File: config.mk
export PLATFORM = sky130hd
export DESIGN_NAME = seq_wait_unit
export DESIGN_NICKNAME = d
export VERILOG_FILES = /design/src/rtl/wait_unit_pkg.sv /design/src/rtl/swu_sync.sv /design/src/rtl/swu_cond_map.sv /design/src/rtl/swu_ctrl.sv /design/src/rtl/seq_wait_unit.sv
export SDC_FILE = /design/constraint.sdc
export NUM_CORES = 1
export LEC_CHECK = 0
export ABC_AREA = 1
export BUFFER_PORTS_ARGS = -buffer_cell sky130_fd_sc_hd__buf_2
export CAP_MARGIN = 5
export CORE_AREA = 2 2 102 104
export DETAILED_ROUTE_END_ITERATION = 7
export DIE_AREA = 0 0 104 106
export PLACE_DENSITY_LB_ADDON = 0.05
export SETUP_SLACK_MARGIN = 0.1
export SYNTH_ARGS = -nofsm -noshare
export SYNTH_HDL_FRONTEND = slang
export SYNTH_HIERARCHICAL = 1
export SYNTH_SLANG_ARGS = --single-unit
File: constraint.sdc
create_clock -name clk -period 2.8 [get_ports clk]
set_clock_uncertainty 0.1 [all_clocks]
set_input_delay 0.56 -clock clk [delete_from_list [all_inputs] [get_ports clk]]
set_output_delay 0.56 -clock clk [all_outputs]
set_load 0.05 [all_outputs]
File: src/rtl/wait_unit_pkg.sv
package wait_unit_pkg;
  localparam int COND_W    = 6;
  localparam int COND_N    = 1 << COND_W;
  localparam int GPIO_N    = 10;
  localparam int RAIL_N    = 4;
  localparam int BYTE_W    = 8;
  localparam int GPIO_BASE = 0;
  localparam int RAIL_BASE = 11;
  localparam int PGOOD_IDX = 20;
  localparam int TWARN_IDX = 21;
  localparam int IRQ_IDX   = 22;
  localparam int CTRL_BASE = 32;
  localparam int SREG_BASE = 40;
  localparam int LPSB_IDX  = 48;
  localparam int ZERO_IDX  = 62;
  localparam int ONE_IDX   = 63;
  localparam int PIN_N     = GPIO_N + RAIL_N + 4;

  typedef enum logic [1:0] {
    TRIG_LOW  = 2'd0,
    TRIG_HIGH = 2'd1,
    TRIG_RISE = 2'd2,
    TRIG_FALL = 2'd3
  } trig_e;

  typedef enum logic {
    ST_IDLE = 1'b0,
    ST_RUN  = 1'b1
  } wstate_e;
endpackage

File: src/rtl/swu_sync.sv
module swu_sync #(
  parameter int W      = 1,
  parameter int STAGES = 2
) (
  input  logic         clk,
  input  logic         rst_n,
  input  logic [W-1:0] d,
  output logic [W-1:0] q
);
  logic [W-1:0] stg_q [STAGES];

  genvar g;
  generate
    for (g = 0; g < STAGES; g++) begin : g_stage
      logic [W-1:0] src;
      if (g == 0) begin : g_first
        assign src = d;
      end else begin : g_next
        assign src = stg_q[g-1];
      end
      always_ff @(posedge clk or negedge rst_n) begin
        if (!rst_n) stg_q[g] <= '0;
        else        stg_q[g] <= src;
      end
    end
  endgenerate

  assign q = stg_q[STAGES-1];
endmodule

File: src/rtl/swu_cond_map.sv
module swu_cond_map
  import wait_unit_pkg::*;
(
  input  logic [GPIO_N-1:0] gpio_s,
  input  logic [RAIL_N-1:0] rail_s,
  input  logic              pgood_s,
  input  logic              twarn_s,
  input  logic              irq_s,
  input  logic              lpsb_s,
  input  logic [BYTE_W-1:0] ctrl,
  input  logic [BYTE_W-1:0] sreg,
  input  logic [COND_W-1:0] sel,
  output logic              cond_bit
);
  logic [COND_N-1:0] vec;

  always_comb begin
    vec                              = '0;
    vec[GPIO_BASE +: GPIO_N]         = gpio_s;
    vec[RAIL_BASE +: RAIL_N]         = rail_s;
    vec[PGOOD_IDX]                   = pgood_s;
    vec[TWARN_IDX]                   = twarn_s;
    vec[IRQ_IDX]                     = irq_s;
    vec[CTRL_BASE +: BYTE_W]         = ctrl;
    vec[SREG_BASE +: BYTE_W]         = sreg;
    vec[LPSB_IDX]                    = lpsb_s;
    vec[ZERO_IDX]                    = 1'b0;
    vec[ONE_IDX]                     = 1'b1;
  end

  assign cond_bit = vec[sel];
endmodule

File: src/rtl/swu_ctrl.sv
module swu_ctrl
  import wait_unit_pkg::*;
#(
  parameter int AW    = 8,
  parameter int TMO_W = 6
) (
  input  logic              clk,
  input  logic              rst_n,
  input  logic              start,
  input  logic [COND_W-1:0] cond_in,
  input  logic [1:0]        trig_in,
  input  logic [TMO_W-1:0]  tmo_in,
  input  logic [AW-1:0]     dest_in,
  input  logic              ext_in,
  input  logic [AW-1:0]     pc_in,
  input  logic              step_tick,
  input  logic              cond_bit,
  output logic [COND_W-1:0] sel,
  output logic              busy,
  output logic              done,
  output logic              taken,
  output logic [AW-1:0]     target,
  output logic              target_ext,
  output logic              dest_err
);
  wstate_e           state_q, state_d;
  logic [COND_W-1:0] cond_q;
  trig_e             trig_q;
  logic [TMO_W-1:0]  cnt_q, cnt_d;
  logic [AW-1:0]     dest_q;
  logic              ext_q, err_q, prev_q;
  logic              done_q, taken_q, ext_o_q, err_o_q;
  logic [AW-1:0]     tgt_q;

  logic accept, running, met, expired, resolve, cnt_en, prev_en;

  assign accept  = start && (state_q == ST_IDLE);
  assign running = (state_q == ST_RUN);
  assign sel     = running ? cond_q : cond_in;

  always_comb begin
    unique case (trig_q)
      TRIG_LOW:  met = !cond_bit;
      TRIG_HIGH: met = cond_bit;
      TRIG_RISE: met = cond_bit && !prev_q;
      default:   met = !cond_bit && prev_q;
    endcase
  end

  assign expired = (cnt_q == '0);
  assign resolve = running && (met || expired);
  assign prev_en = accept || running;
  assign cnt_en  = accept || (running && !resolve && step_tick);

  always_comb begin
    state_d = state_q;
    if (accept)       state_d = ST_RUN;
    else if (resolve) state_d = ST_IDLE;
    cnt_d = accept ? tmo_in : cnt_q - 1'b1;
  end

  always_ff @(posedge clk or negedge rst_n) begin
    if (!rst_n) begin
      state_q <= ST_IDLE;
      cnt_q   <= '0;
      prev_q  <= 1'b0;
      cond_q  <= '0;
      trig_q  <= TRIG_LOW;
      dest_q  <= '0;
      ext_q   <= 1'b0;
      err_q   <= 1'b0;
      done_q  <= 1'b0;
      taken_q <= 1'b0;
      tgt_q   <= '0;
      ext_o_q <= 1'b0;
      err_o_q <= 1'b0;
    end else begin
      state_q <= state_d;
      done_q  <= resolve;
      if (cnt_en)  cnt_q  <= cnt_d;
      if (prev_en) prev_q <= cond_bit;
      if (accept) begin
        cond_q <= cond_in;
        trig_q <= trig_e'(trig_in);
        dest_q <= dest_in;
        ext_q  <= ext_in;
        err_q  <= !ext_in && (dest_in <= pc_in);
      end
      if (resolve) begin
        taken_q <= !met;
        tgt_q   <= dest_q;
        ext_o_q <= ext_q;
        err_o_q <= err_q;
      end
    end
  end

  assign busy       = running;
  assign done       = done_q;
  assign taken      = taken_q;
  assign target     = tgt_q;
  assign target_ext = ext_o_q;
  assign dest_err   = err_o_q;

  assert_done_single_R6: assert property (@(posedge clk) disable iff (!rst_n)
    done_q |=> !done_q);
  assert_no_early_jump_R4: assert property (@(posedge clk) disable iff (!rst_n)
    (running && cnt_q != '0) |=> !(done_q && taken_q));
  assert_const_one_jumps_R1: assert property (@(posedge clk) disable iff (!rst_n)
    (running && cond_q == COND_W'(ONE_IDX) && trig_q == TRIG_LOW) |=> !(done_q && !taken_q));
  assert_ext_no_err_R8: assert property (@(posedge clk) disable iff (!rst_n)
    (done_q && ext_o_q) |-> !err_o_q);
  assert_busy_ignores_R10: assert property (@(posedge clk) disable iff (!rst_n)
    (running && start) |=> ($stable(cond_q) && $stable(dest_q)));
  assert_accept_runs_R6: assert property (@(posedge clk) disable iff (!rst_n)
    accept |=> (running && !done_q));
endmodule

File: src/rtl/seq_wait_unit.sv
module seq_wait_unit
  import wait_unit_pkg::*;
#(
  parameter int AW          = 8,
  parameter int TMO_W       = 6,
  parameter int SYNC_STAGES = 2
) (
  input  logic              clk,
  input  logic              rst_n,
  input  logic              cmd_valid,
  input  logic [5:0]        cmd_cond,
  input  logic [1:0]        cmd_trig,
  input  logic [TMO_W-1:0]  cmd_timeout,
  input  logic [AW-1:0]     cmd_dest,
  input  logic              cmd_ext,
  input  logic [AW-1:0]     cmd_pc,
  input  logic              step_tick,
  input  logic [9:0]        gpio_in,
  input  logic [3:0]        rail_pg_in,
  input  logic              pgood_in,
  input  logic              twarn_in,
  input  logic              irq_in,
  input  logic              lp_stby_in,
  input  logic [7:0]        host_ctrl,
  input  logic [7:0]        scratch0,
  output logic              busy,
  output logic              done,
  output logic              taken_jump,
  output logic [AW-1:0]     target,
  output logic              target_ext,
  output logic              dest_err
);
  logic [PIN_N-1:0]  pins_raw, pins_s;
  logic [COND_W-1:0] sel;
  logic              cond_bit;

  assign pins_raw = {lp_stby_in, irq_in, twarn_in, pgood_in, rail_pg_in, gpio_in};

  swu_sync #(.W(PIN_N), .STAGES(SYNC_STAGES)) u_sync (
    .clk(clk), .rst_n(rst_n), .d(pins_raw), .q(pins_s)
  );

  swu_cond_map u_map (
    .gpio_s  (pins_s[GPIO_N-1:0]),
    .rail_s  (pins_s[GPIO_N +: RAIL_N]),
    .pgood_s (pins_s[GPIO_N+RAIL_N]),
    .twarn_s (pins_s[GPIO_N+RAIL_N+1]),
    .irq_s   (pins_s[GPIO_N+RAIL_N+2]),
    .lpsb_s  (pins_s[GPIO_N+RAIL_N+3]),
    .ctrl    (host_ctrl),
    .sreg    (scratch0),
    .sel     (sel),
    .cond_bit(cond_bit)
  );

  swu_ctrl #(.AW(AW), .TMO_W(TMO_W)) u_ctrl (
    .clk(clk), .rst_n(rst_n), .start(cmd_valid),
    .cond_in(cmd_cond), .trig_in(cmd_trig), .tmo_in(cmd_timeout),
    .dest_in(cmd_dest), .ext_in(cmd_ext), .pc_in(cmd_pc),
    .step_tick(step_tick), .cond_bit(cond_bit), .sel(sel),
    .busy(busy), .done(done), .taken(taken_jump), .target(target),
    .target_ext(target_ext), .dest_err(dest_err)
  );
endmodule

# Word-level counts from Yosys, hierarchy flattened
# Cells that the tools add are included.
totals:
  in_bits: 69
  register_bits: 74
  output_inout_bits: 13
classes:
  order_cmp: 2
  eq_ne: 2
  n_bitwise: 1
  addsub: 1
  n_mux: 7
  reduce_logical: 18
op_table:
  columns: ["op", "count"]
  rows:
  - ["$mux 6", 2]
  - ["$le 8x8->1", 1]
  - ["$logic_and 1x1->1", 7]
  - ["$lt 6x7->1 const B", 1]
  - ["$bmux 1 s6", 1]
  - ["$logic_not 6->1", 1]
  - ["$sub 6x1->6 const B", 1]
  - ["$logic_not 1->1", 5]
  - ["$logic_or 1x1->1", 3]
  - ["$mux 1", 3]
  - ["$pmux 1 s3", 1]
  - ["$eq 2x1->1 const B", 1]
  - ["$eq 2x2->1 const B", 1]
  - ["$logic_not 2->1", 1]
  - ["$reduce_bool 2->1", 1]
  - ["$not 1->1", 1]

# Longest topological paths before layout
# Gate-level depths: netlist of the first run.
depth:
  ltp_word: 12
  ltp_mapped: 26
  ltp_nobuf: 22

# Hierarchy
# The synthesis of the first run kept the hierarchy.
by_module_without_submodules:
  columns: ["mod", "area_each_um2", "instances", "cells_per_inst", "seq_area_each_um2"]
  rows:
  - ["swu_ctrl", 2055.7, 1, 265, 950.9]
  - ["swu_sync", 900.9, 1, 36, 900.9]
  - ["swu_cond_map", 445.4, 1, 104, 0.0]

# Least setup slack after synthesis of the first run
# Ideal clock, no wire load.
synth_timing:
  path_kind: "register -> register"
  start: "reg u_ctrl.state_q (netlist: u_ctrl/busy)"
  end: "reg u_ctrl.taken_q (netlist: u_ctrl/taken)"
  path_stages_with_launch: 26
  arrival_time_ps: 2721
  path_buffers: 4
  setup_time_ps: 117
  path_slack_ps: -138
  t_required_ps: 2583
  path_cell_list: "dfrtp_1 > buf_6 > clkbuf_1 > nand2_1 > o21ai_0 > inv_2 > buf_6 > nand2_2 > nand2_1 > nand2_1 > nand2_1 > nand2_1 > nand2_1 > nor2_1 > nand2_1 > nand3_1 > nand2_1 > inv_2 > nand2_1 > nand2_2 > inv_2 > nand2_2 > nand3_4 > buf_4 > o21ai_1 > inv_2"
synth_between:
  elab_chain_cells: 8
  elab_cells_between_ends: 10
  cone_classes: "mux: 4; reduce/logical: 6"
synth_lines:
  columns: ["item", "line", "rtl"]
  rows:
  - ["start: declaration", "swu_ctrl.sv:26", "wstate_e state_q, state_d;"]
  - ["start signal: assignment", "swu_ctrl.sv:78", "state_q <= state_d;"]
  - ["$mux 6 (*)", "swu_ctrl.sv:39", "assign sel = running ? cond_q : cond_in;"]
  - ["net sel[0]", "seq_wait_unit.sv:34", "logic [COND_W-1:0] sel;"]
  - ["$bmux 1 s6 (*)", "swu_cond_map.sv:31", "assign cond_bit = vec[sel];"]
  - ["$mux 1 (implied by the code) (*)", "swu_cond_map.sv:31", null]
  - ["net cond_bit", "seq_wait_unit.sv:35", "logic cond_bit;"]
  - ["$logic_not 1->1", "swu_ctrl.sv:43, swu_ctrl.sv:46", null]
  - ["$logic_and 1x1->1", "swu_ctrl.sv:46", "default: met = !cond_bit && prev_q;"]
  - ["$pmux 1 s3 (*)", "swu_ctrl.sv:42", "unique case (trig_q)"]
  - ["$logic_or 1x1->1", "swu_ctrl.sv:51", "assign resolve = running && (met || expired);"]
  - ["$logic_and 1x1->1", "swu_ctrl.sv:51", null]
  - ["end signal: assignment", "swu_ctrl.sv:90", "taken_q <= !met;"]
  - ["end: declaration", "swu_ctrl.sv:32", "logic done_q, taken_q, ext_o_q, err_o_q;"]
# The timed path passes the listed nets; every way through them passes the cells marked *. The select of a mux whose other input is x is not followed.
# A chain may end at the register's enable or synchronous reset.

# Final worst setup path of the first run
layout_timing:
  start: "reg u_ctrl.state_q (netlist: u_ctrl/busy)"
  end: "reg u_ctrl.tgt_q[4] (netlist: u_ctrl/target[4])"
layout_between:
  elab_chain_cells: 8
  elab_cells_between_ends: 9
  cone_classes: "mux: 4; reduce/logical: 5"
layout_lines:
  columns: ["item", "line", "rtl"]
  rows:
  - ["$mux 6 (*)", "swu_ctrl.sv:39", null]
  - ["net sel[0]", "seq_wait_unit.sv:34", null]
  - ["$bmux 1 s6 (*)", "swu_cond_map.sv:31", null]
  - ["$mux 1 (implied by the code) (*)", "swu_cond_map.sv:31", null]
  - ["net cond_bit", "seq_wait_unit.sv:35", null]
  - ["$logic_not 1->1", "swu_ctrl.sv:43, swu_ctrl.sv:46", null]
  - ["$logic_and 1x1->1", "swu_ctrl.sv:46", null]
  - ["$pmux 1 s3 (*)", "swu_ctrl.sv:42", null]
  - ["$logic_or 1x1->1 (*)", "swu_ctrl.sv:51", null]
  - ["$logic_and 1x1->1 (*)", "swu_ctrl.sv:51", null]
  - ["end signal: assignment", "swu_ctrl.sv:91", "tgt_q <= dest_q;"]
  - ["end: declaration", "swu_ctrl.sv:33", "logic [AW-1:0] tgt_q;"]
# Marked as above.

==> out/summary.txt, run 1 <==
Synth warnings -> 6
setup violators final -> 0
post-route design area -> 4460 um2
total die area -> 11000 um2
first-pass GRT wire length -> 12900 um
core region area -> 10000 um2
WL met2 -> 3640 um
synth unique cells -> 25
WL final -> 8050 um
number of global-route vias before repair -> 2744
CP Class -> reg -> reg
hpwl dp -> 5640 um
Syn Area/Cell -> 8.40 um2
TritonCTS Buffers -> 9
Cell Area, Placed -> 3950 um2
min cycle time layout -> 2.58 ns
Commonest cells post-synth -> 142 x nand2_1, 74 x dfrtp_1, 37 x inv_1, 32 x nor2_1, 28 x nand3_1
slew margin rel. -> 58.5%
Max VDD drop -> 399 uV
post-synthesis register bit count -> 74
Synth async-reset ratio -> 100%
Max clock buf depth -> 2
Max-Cap Viols -> 0
Top Layer Used -> met4
Arrival @ worst endpoint -> 2.72 ns
routed length per instance -> 12.4 um
fmax -> 0.387 GHz
Iter 0 DRT Violations -> 105
Remaining DRCs -> 0
endpoints failing hold -> 0
Detail Route Antenna Nets -> 0
run status -> completed
ranking of synthesized cells by area -> dfrtp_1 54%, nand2_1 16%, nand3_1 4.1%
layout net count -> 588
Startpoint Class -> register
Initial Util -> 34.0%
P_leak -> 2.39 nW
final worst slack -> 0.218 ns
GRT Residual Overflow -> 0
die height -> 106 um
number of vias in the routed layout -> 2836
I/O pin cnt -> 82
count leader, synth -> nand2_1
Reg clk slew, reported paths -> 0.09 ns
share of cells above drive strength 1 -> 33.1%
Seq/Total Area, Yosys -> 54.4%
synthesized instance count -> 405
min-delay worst type -> in -> async
Skew-Pair Late Insertion Delay -> 0.35 ns
top cell type's share of synthesized area -> 54.4%
RSZ-0062 raised after global routing -> true
setup TNS -> 0 ns
Max Fanout on Critical Path -> 6
total power -> 0.00508 W
antenna cells -> 0
CTS root buf -> clkbuf_8
post-synth top area cell -> dfrtp_1
Core Rows -> 37
Mapped Area -> 3400 um2
final period utilization -> 92.2%
TritonCTS clock tree -> built
Worst-Margin Slew -> 0.622 ns
largest net degree at the start of global routing -> 45
worst slack, placed -> -0.0676 ns
reg2reg path depth -> 20
Vias per Instance -> 4.36
GPL Wtd Cong -> 0.831
wl on met1 -> 3850 um
fin. max-slew vios -> 0
Area Growth Syn to Fin -> 31.2%
H-Tree Level Count -> 3
EDFF count, synth -> 0
number of I/O port buffers -> 81
die width -> 104 um
antenna violations before repair -> 0
Post-Syn Nets -> 484
Worst setup EP type -> register
WL met3 -> 442 um
WP data required -> 2.94 ns
GR Util All Layers -> 14.8%
iteration count of the initial detailed-routing pass -> 5
top_reg_cell synth -> dfrtp_1
CTS Sinks -> 74
Pwr Density -> 1140 nW/um2
[where the power goes]
group | total [W] | internal [W] | leakage (nW) | switching, W
Combinational | 0.00269 | 0.00103 | 1.41 | 0.00166
Sequential | 0.00157 | 0.00137 | 0.892 | 0.000204
Clock | 0.000815 | 0.000347 | 0.0951 | 0.000468
[through the flow]
stage	instances	hold slack, ns	utilization, %
floorplan	405	0.164	-
global placement	617	0.234	39.5
detailed placement	617	0.235	39.5
CTS	633	0.0435	41.5
global route	650	0.0548	44.6
finish	650	0.0367	44.6
[state kept, by name, indices dropped and copies added, names as in the netlist, 2 cells and up]
register / flops
u_ctrl/dest_q: 8
u_sync/g_stage.src: 18
u_ctrl/cnt_q: 6
u_sync/q: 18
u_ctrl/trig_q: 2
u_ctrl/cond_q: 6
u_ctrl/target: 8
[final timing paths]
| check | slack [ns] | startpoint | to |
|---|---|---|---|
| min in group clk | 0.20 | irq_in | u_sync/g_stage[1].src[16]$_DFF_PN0_ |
| max | 0.22 | u_ctrl/busy$_DFFE_PN0P_ | u_ctrl/target[4]$_DFFE_PN0P_ |
| max reg2reg | 0.22 | u_ctrl/busy$_DFFE_PN0P_ | u_ctrl/target[4]$_DFFE_PN0P_ |
| max in group asynchronous | 1.98 | rst_n | u_ctrl/target[5]$_DFFE_PN0P_ |
| min reg2reg | 0.24 | u_sync/g_stage[1].src[14]$_DFF_PN0_ | u_sync/q[14]$_DFF_PN0_ |
| min | 0.04 | rst_n | u_sync/g_stage[1].src[13]$_DFF_PN0_ |
[cell type report]
class	instances	area [um2]
fill	1061	5540
sequential	74	1850
multi-input combinational	270	1410
timing repair buffer	106	657
inverter	48	188
tap	136	170
clock buffer	9	124
clock inverter	7	65.1
[worst max-delay path, stage by stage, from the launching register on]
cell,delay [ns]
dfrtp_2,0.50
o21ai_4,0.22
buf_6,0.16
buf_6,0.11
nor2_4,0.04
buf_6,0.11
a21oi_4,0.11
a21oi_2,0.06
nor2_1,0.09
nand2_1,0.06
nand2_1,0.07
nand2_2,0.07
inv_4,0.07
nand2_2,0.05
nand2_2,0.09
inv_2,0.05
nand2_2,0.06
nand3_4,0.13
clkbuf_16,0.19
nand3_1,0.06
nand2_1,0.06
[layout by cell type, fill, tap and decap left out, types with 4 or more instances in the layout]
master / netlist / final
nand2_1: 142 / 133
buf_2: 3 / 81
dfrtp_1: 74 / 73
inv_1: 37 / 35
nor2_1: 32 / 28
nand3_1: 28 / 24
buf_4: 5 / 15
nand2_2: 6 / 14
o21ai_1: 12 / 13
a21oi_1: 12 / 10
ha_1: 10 / 10
clkbuf_8: 0 / 9
inv_2: 9 / 8
o21ai_0: 14 / 8
buf_6: 4 / 7
inv_6: 0 / 4
nor2_4: 0 / 4
nand3_2: 0 / 4
[routing by layer]
metal | GRT usage, % | vias to the layer above
li1 | - | 1466
met1 | 19.7 | 1294
met2 | 23.2 | 65
met3 | 4.05 | 11
met4 | 5.50 | 0
met5 | 0 | -
[kinds of logic (layout without fill, tap and decap cells)]
logic type,after synthesis,after routing,synth area share [%]
AO/OA/AOI/OAI,39,39,5.81
adder cells (fa/ha/maj),10,10,3.68
AND/OR/NAND/NOR,220,220,27.5
buffers and inverters,61,170,8.27
flip-flops,74,74,54.4
XOR/XNOR,1,1,0.257
[what timing repair did]
action                     CTS  global route
gates cloned                 0             3
setup endpoints to repair    1            19
setup buffers                0            14
gates resized for setup      1            56
hold buffers                 0             0
pin swaps                    0             8
No activity file was read; power rests on OpenSTA's default activity.
==> run 2: changes to the inputs <==
--- a/config.mk
+++ b/config.mk
@@ -8,9 +8,9 @@
 export ABC_AREA = 1
 export BUFFER_PORTS_ARGS = -buffer_cell sky130_fd_sc_hd__buf_2
 export CAP_MARGIN = 5
-export CORE_AREA = 2 2 102 104
+export CORE_AREA = 2 2 84 86
 export DETAILED_ROUTE_END_ITERATION = 7
-export DIE_AREA = 0 0 104 106
+export DIE_AREA = 0 0 86 88
 export PLACE_DENSITY_LB_ADDON = 0.05
 export SETUP_SLACK_MARGIN = 0.1
 export SYNTH_ARGS = -nofsm -noshare
==> out/summary.txt, run 2 (same netlist as run 1, synthesis figures left out) <==
Pwr Density -> 1120 nW/um2 (-1.6%)
CP Class -> reg -> reg
share of cells above drive strength 1 -> 28.2% (-4.9 points)
largest net degree at the start of global routing -> 41 (-8.9%)
number of vias in the routed layout -> 2793 (-1.5%)
RSZ-0062 raised after global routing -> false
Remaining DRCs -> 0 (unchanged)
crit path to -> u_ctrl/target[6]$_DFFE_PN0P_
core region area -> 6640 um2 (-34%)
Arrival @ worst endpoint -> 2.61 ns (-0.11 ns)
run status -> completed
Max VDD drop -> 534 uV (+34%)
final period utilization -> 88.3% (-3.9 points)
GR Util All Layers -> 19.8% (+5.0 points)
Vias per Instance -> 4.78 (+9.6%)
Worst R2R Start -> u_ctrl/busy$_DFFE_PN0P_
P_leak -> 2.32 nW (-3.0%)
Reg clk slew, reported paths -> 0.09 ns (about the same)
Detail Route Antenna Nets -> 0 (unchanged)
CTS root buf -> clkbuf_8
iteration count of the initial detailed-routing pass -> 4 (-1)
hpwl dp -> 5060 um (-10%)
Worst setup EP type -> register
min cycle time layout -> 2.47 ns (-0.109 ns)
Startpoint Class -> register
die height -> 88 um (-17%)
GRT Residual Overflow -> 0 (unchanged)
antenna violations before repair -> 0 (unchanged)
routed length per instance -> 12.0 um (-3.3%)
CTS Sinks -> 74 (unchanged)
Max Fanout on Critical Path -> 11 (+5)
Area Growth Syn to Fin -> 23.4%
Cell Area, Placed -> 3880 um2 (-1.8%)
Cell Int Power -> 0.00259 W (-5.9%)
CP startpoint -> u_ctrl/busy$_DFFE_PN0P_
Skew-Pair Late Insertion Delay -> 0.35 ns (about the same)
number of I/O port buffers -> 81 (unchanged)
Sw Pwr -> 0.00211 W (-9.4%)
total die area -> 7570 um2 (-31%)
die width -> 86 um (-17%)
worst slack, placed -> -0.0483 ns (+0.0192 ns)
reg2reg path depth -> 21 (+5.0%)
Core Rows -> 30 (-19%)
total power -> 0.00470 W (-7.5%)
r2r setup slk -> 0.33 ns (+0.11 ns)
Max clock buf depth -> 2 (unchanged)
Worst-Margin Slew -> 0.619 ns (-0.00313 ns)
min-delay worst type -> in -> async
final worst slack -> 0.327 ns (+0.109 ns)
H-Tree Level Count -> 3 (unchanged)
number of global-route vias before repair -> 2512 (-8.5%)
endpoints failing hold -> 0 (unchanged)
multi-input logic area -> 1310 um2 (-6.8%)
setup violators final -> 0 (unchanged)
fmax -> 0.404 GHz (+4.4%)
WP data required -> 2.94 ns (about the same)
Max-Cap Viols -> 0 (unchanged)
WHS -> 0.0636 ns (+0.0268 ns)
WL final -> 7000 um (-13%)
Initial Util -> 51.2% (+17 points)
commonest non-fill, non-tap cells in the layout -> 138 x nand2_1, 80 x buf_2, 73 x dfrtp_1, 37 x inv_1, 31 x nor2_1
I/O pin cnt -> 82 (unchanged)
post-route design area -> 4200 um2 (-6.0%)
register area -> 1850 um2 (unchanged)
commonest non-fill, non-tap cell in the layout -> nand2_1
TritonCTS Buffers -> 9 (unchanged)
switching fraction of total power -> 44.9% (-0.95 points)
first-pass GRT wire length -> 11500 um (-11%)
layout net count -> 578 (-1.7%)
GPL Wtd Cong -> 0.821 (-1.2%)
sequential share of power -> 33.2% (+2.2 points)
logic gate share of total power -> 48.6% (-4.4 points)
slew margin rel. -> 58.7% (+0.21 points)
Clk pwr share -> 18.2% (+2.1 points)
Fill cells -> 613 (-42%)
reg2reg end -> u_ctrl/target[6]$_DFFE_PN0P_
TritonCTS clock tree -> built
fin. max-slew vios -> 0 (unchanged)
hold_buf cts -> 0 (unchanged)
Iter 0 DRT Violations -> 111 (+5.7%)
antenna cells -> 0 (unchanged)
## run 2: changes by cell type in the layout (fill, tap and decap cells not counted), sizes merged
| cell | previous run | this run |
|---|---|---|
| clkbuf | 10 | 9 |
| bufinv | 0 | 1 |
| buf | 105 | 95 |
| dlymetal6s2s | 0 | 1 |
| inv | 52 | 50 |
| clkinvlp | 1 | 2 |
## run 2: worst min path at each step
stage	to	slack (ns)	cells after the start
final	u_sync/q[13]$_DFF_PN0_	0.06	1
after global routing	u_ctrl/cond_q[5]$_DFFE_PN0P_	0.09	1
after CTS	u_ctrl/cnt_q[4]$_DFFE_PN0P_	0.07	1
after detailed placement	u_sync/q[2]$_DFF_PN0_	0.23	0
after global placement	u_sync/q[13]$_DFF_PN0_	0.23	0
after floorplan	u_ctrl/busy$_DFFE_PN0P_	0.16	0
## run 2: power by group through the flow
stage | clock [W] | combinational [W] | sequential (W)
after detailed placement | 0 | 0.00212 | 0.00158
after global routing | 0.000936 | 0.00258 | 0.00160
after global placement | 0 | 0.00206 | 0.00158
after floorplan | 0 | 0.00144 | 0.00181
after CTS | 0.000881 | 0.00212 | 0.00156
final | 0.000855 | 0.00228 | 0.00156
## run 2: worst max-delay path, stage by stage (launching register included)
cell and delay (ns):
dfrtp_2 0.45, nand2_1 0.08, o21ai_2 0.06, buf_6 0.13, buf_4 0.14, nor2_4 0.17, nand2_1 0.10, nand2_1 0.08
nand2_1 0.05, nand2_1 0.06, nor2_1 0.04, nand2_1 0.05, nand3_1 0.07, nand2_2 0.08, inv_2 0.04, nor2_1 0.12
nor2_2 0.06, nand2_2 0.07, nand3_4 0.11, buf_6 0.17, nand3_1 0.07, nand2_1 0.06
## run 2: timing repair
action                                  in CTS  in global routing
endpoints found under the setup margin       0                 18
setup buffers                                0                  7
gates resized for setup                      0                 17
## run 2: through the flow
step	cells	util (%)	setup TNS, ns
3_5_place_dp	561	58.4	-0.0574
5_1_grt	584	63.2	0
2_1_floorplan	405	-	0
3_3_place_gp	561	58.4	-0.0157
6_report	584	63.2	0
4_1_cts	577	61.5	0
## run 2: layout make-up
class	count	share of cell area, %
Clock inverter	7	1.97
Sequential cell	74	44.2
Inverter	48	4.29
Multi-Input combinational cell	270	31.2
Timing Repair Buffer	96	13.0
Clock buffer	9	2.95
Tap cell	80	2.39
## run 2: layer usage
layer | vias to the layer above | wire length [um] | GRT usage, %
met5 | - | 0 | 0
met4 | 0 | 81 | 7.36
met3 | 8 | 440 | 5.09
met2 | 77 | 3160 | 29.7
met1 | 1266 | 3320 | 28.0
li1 | 1442 | - | -
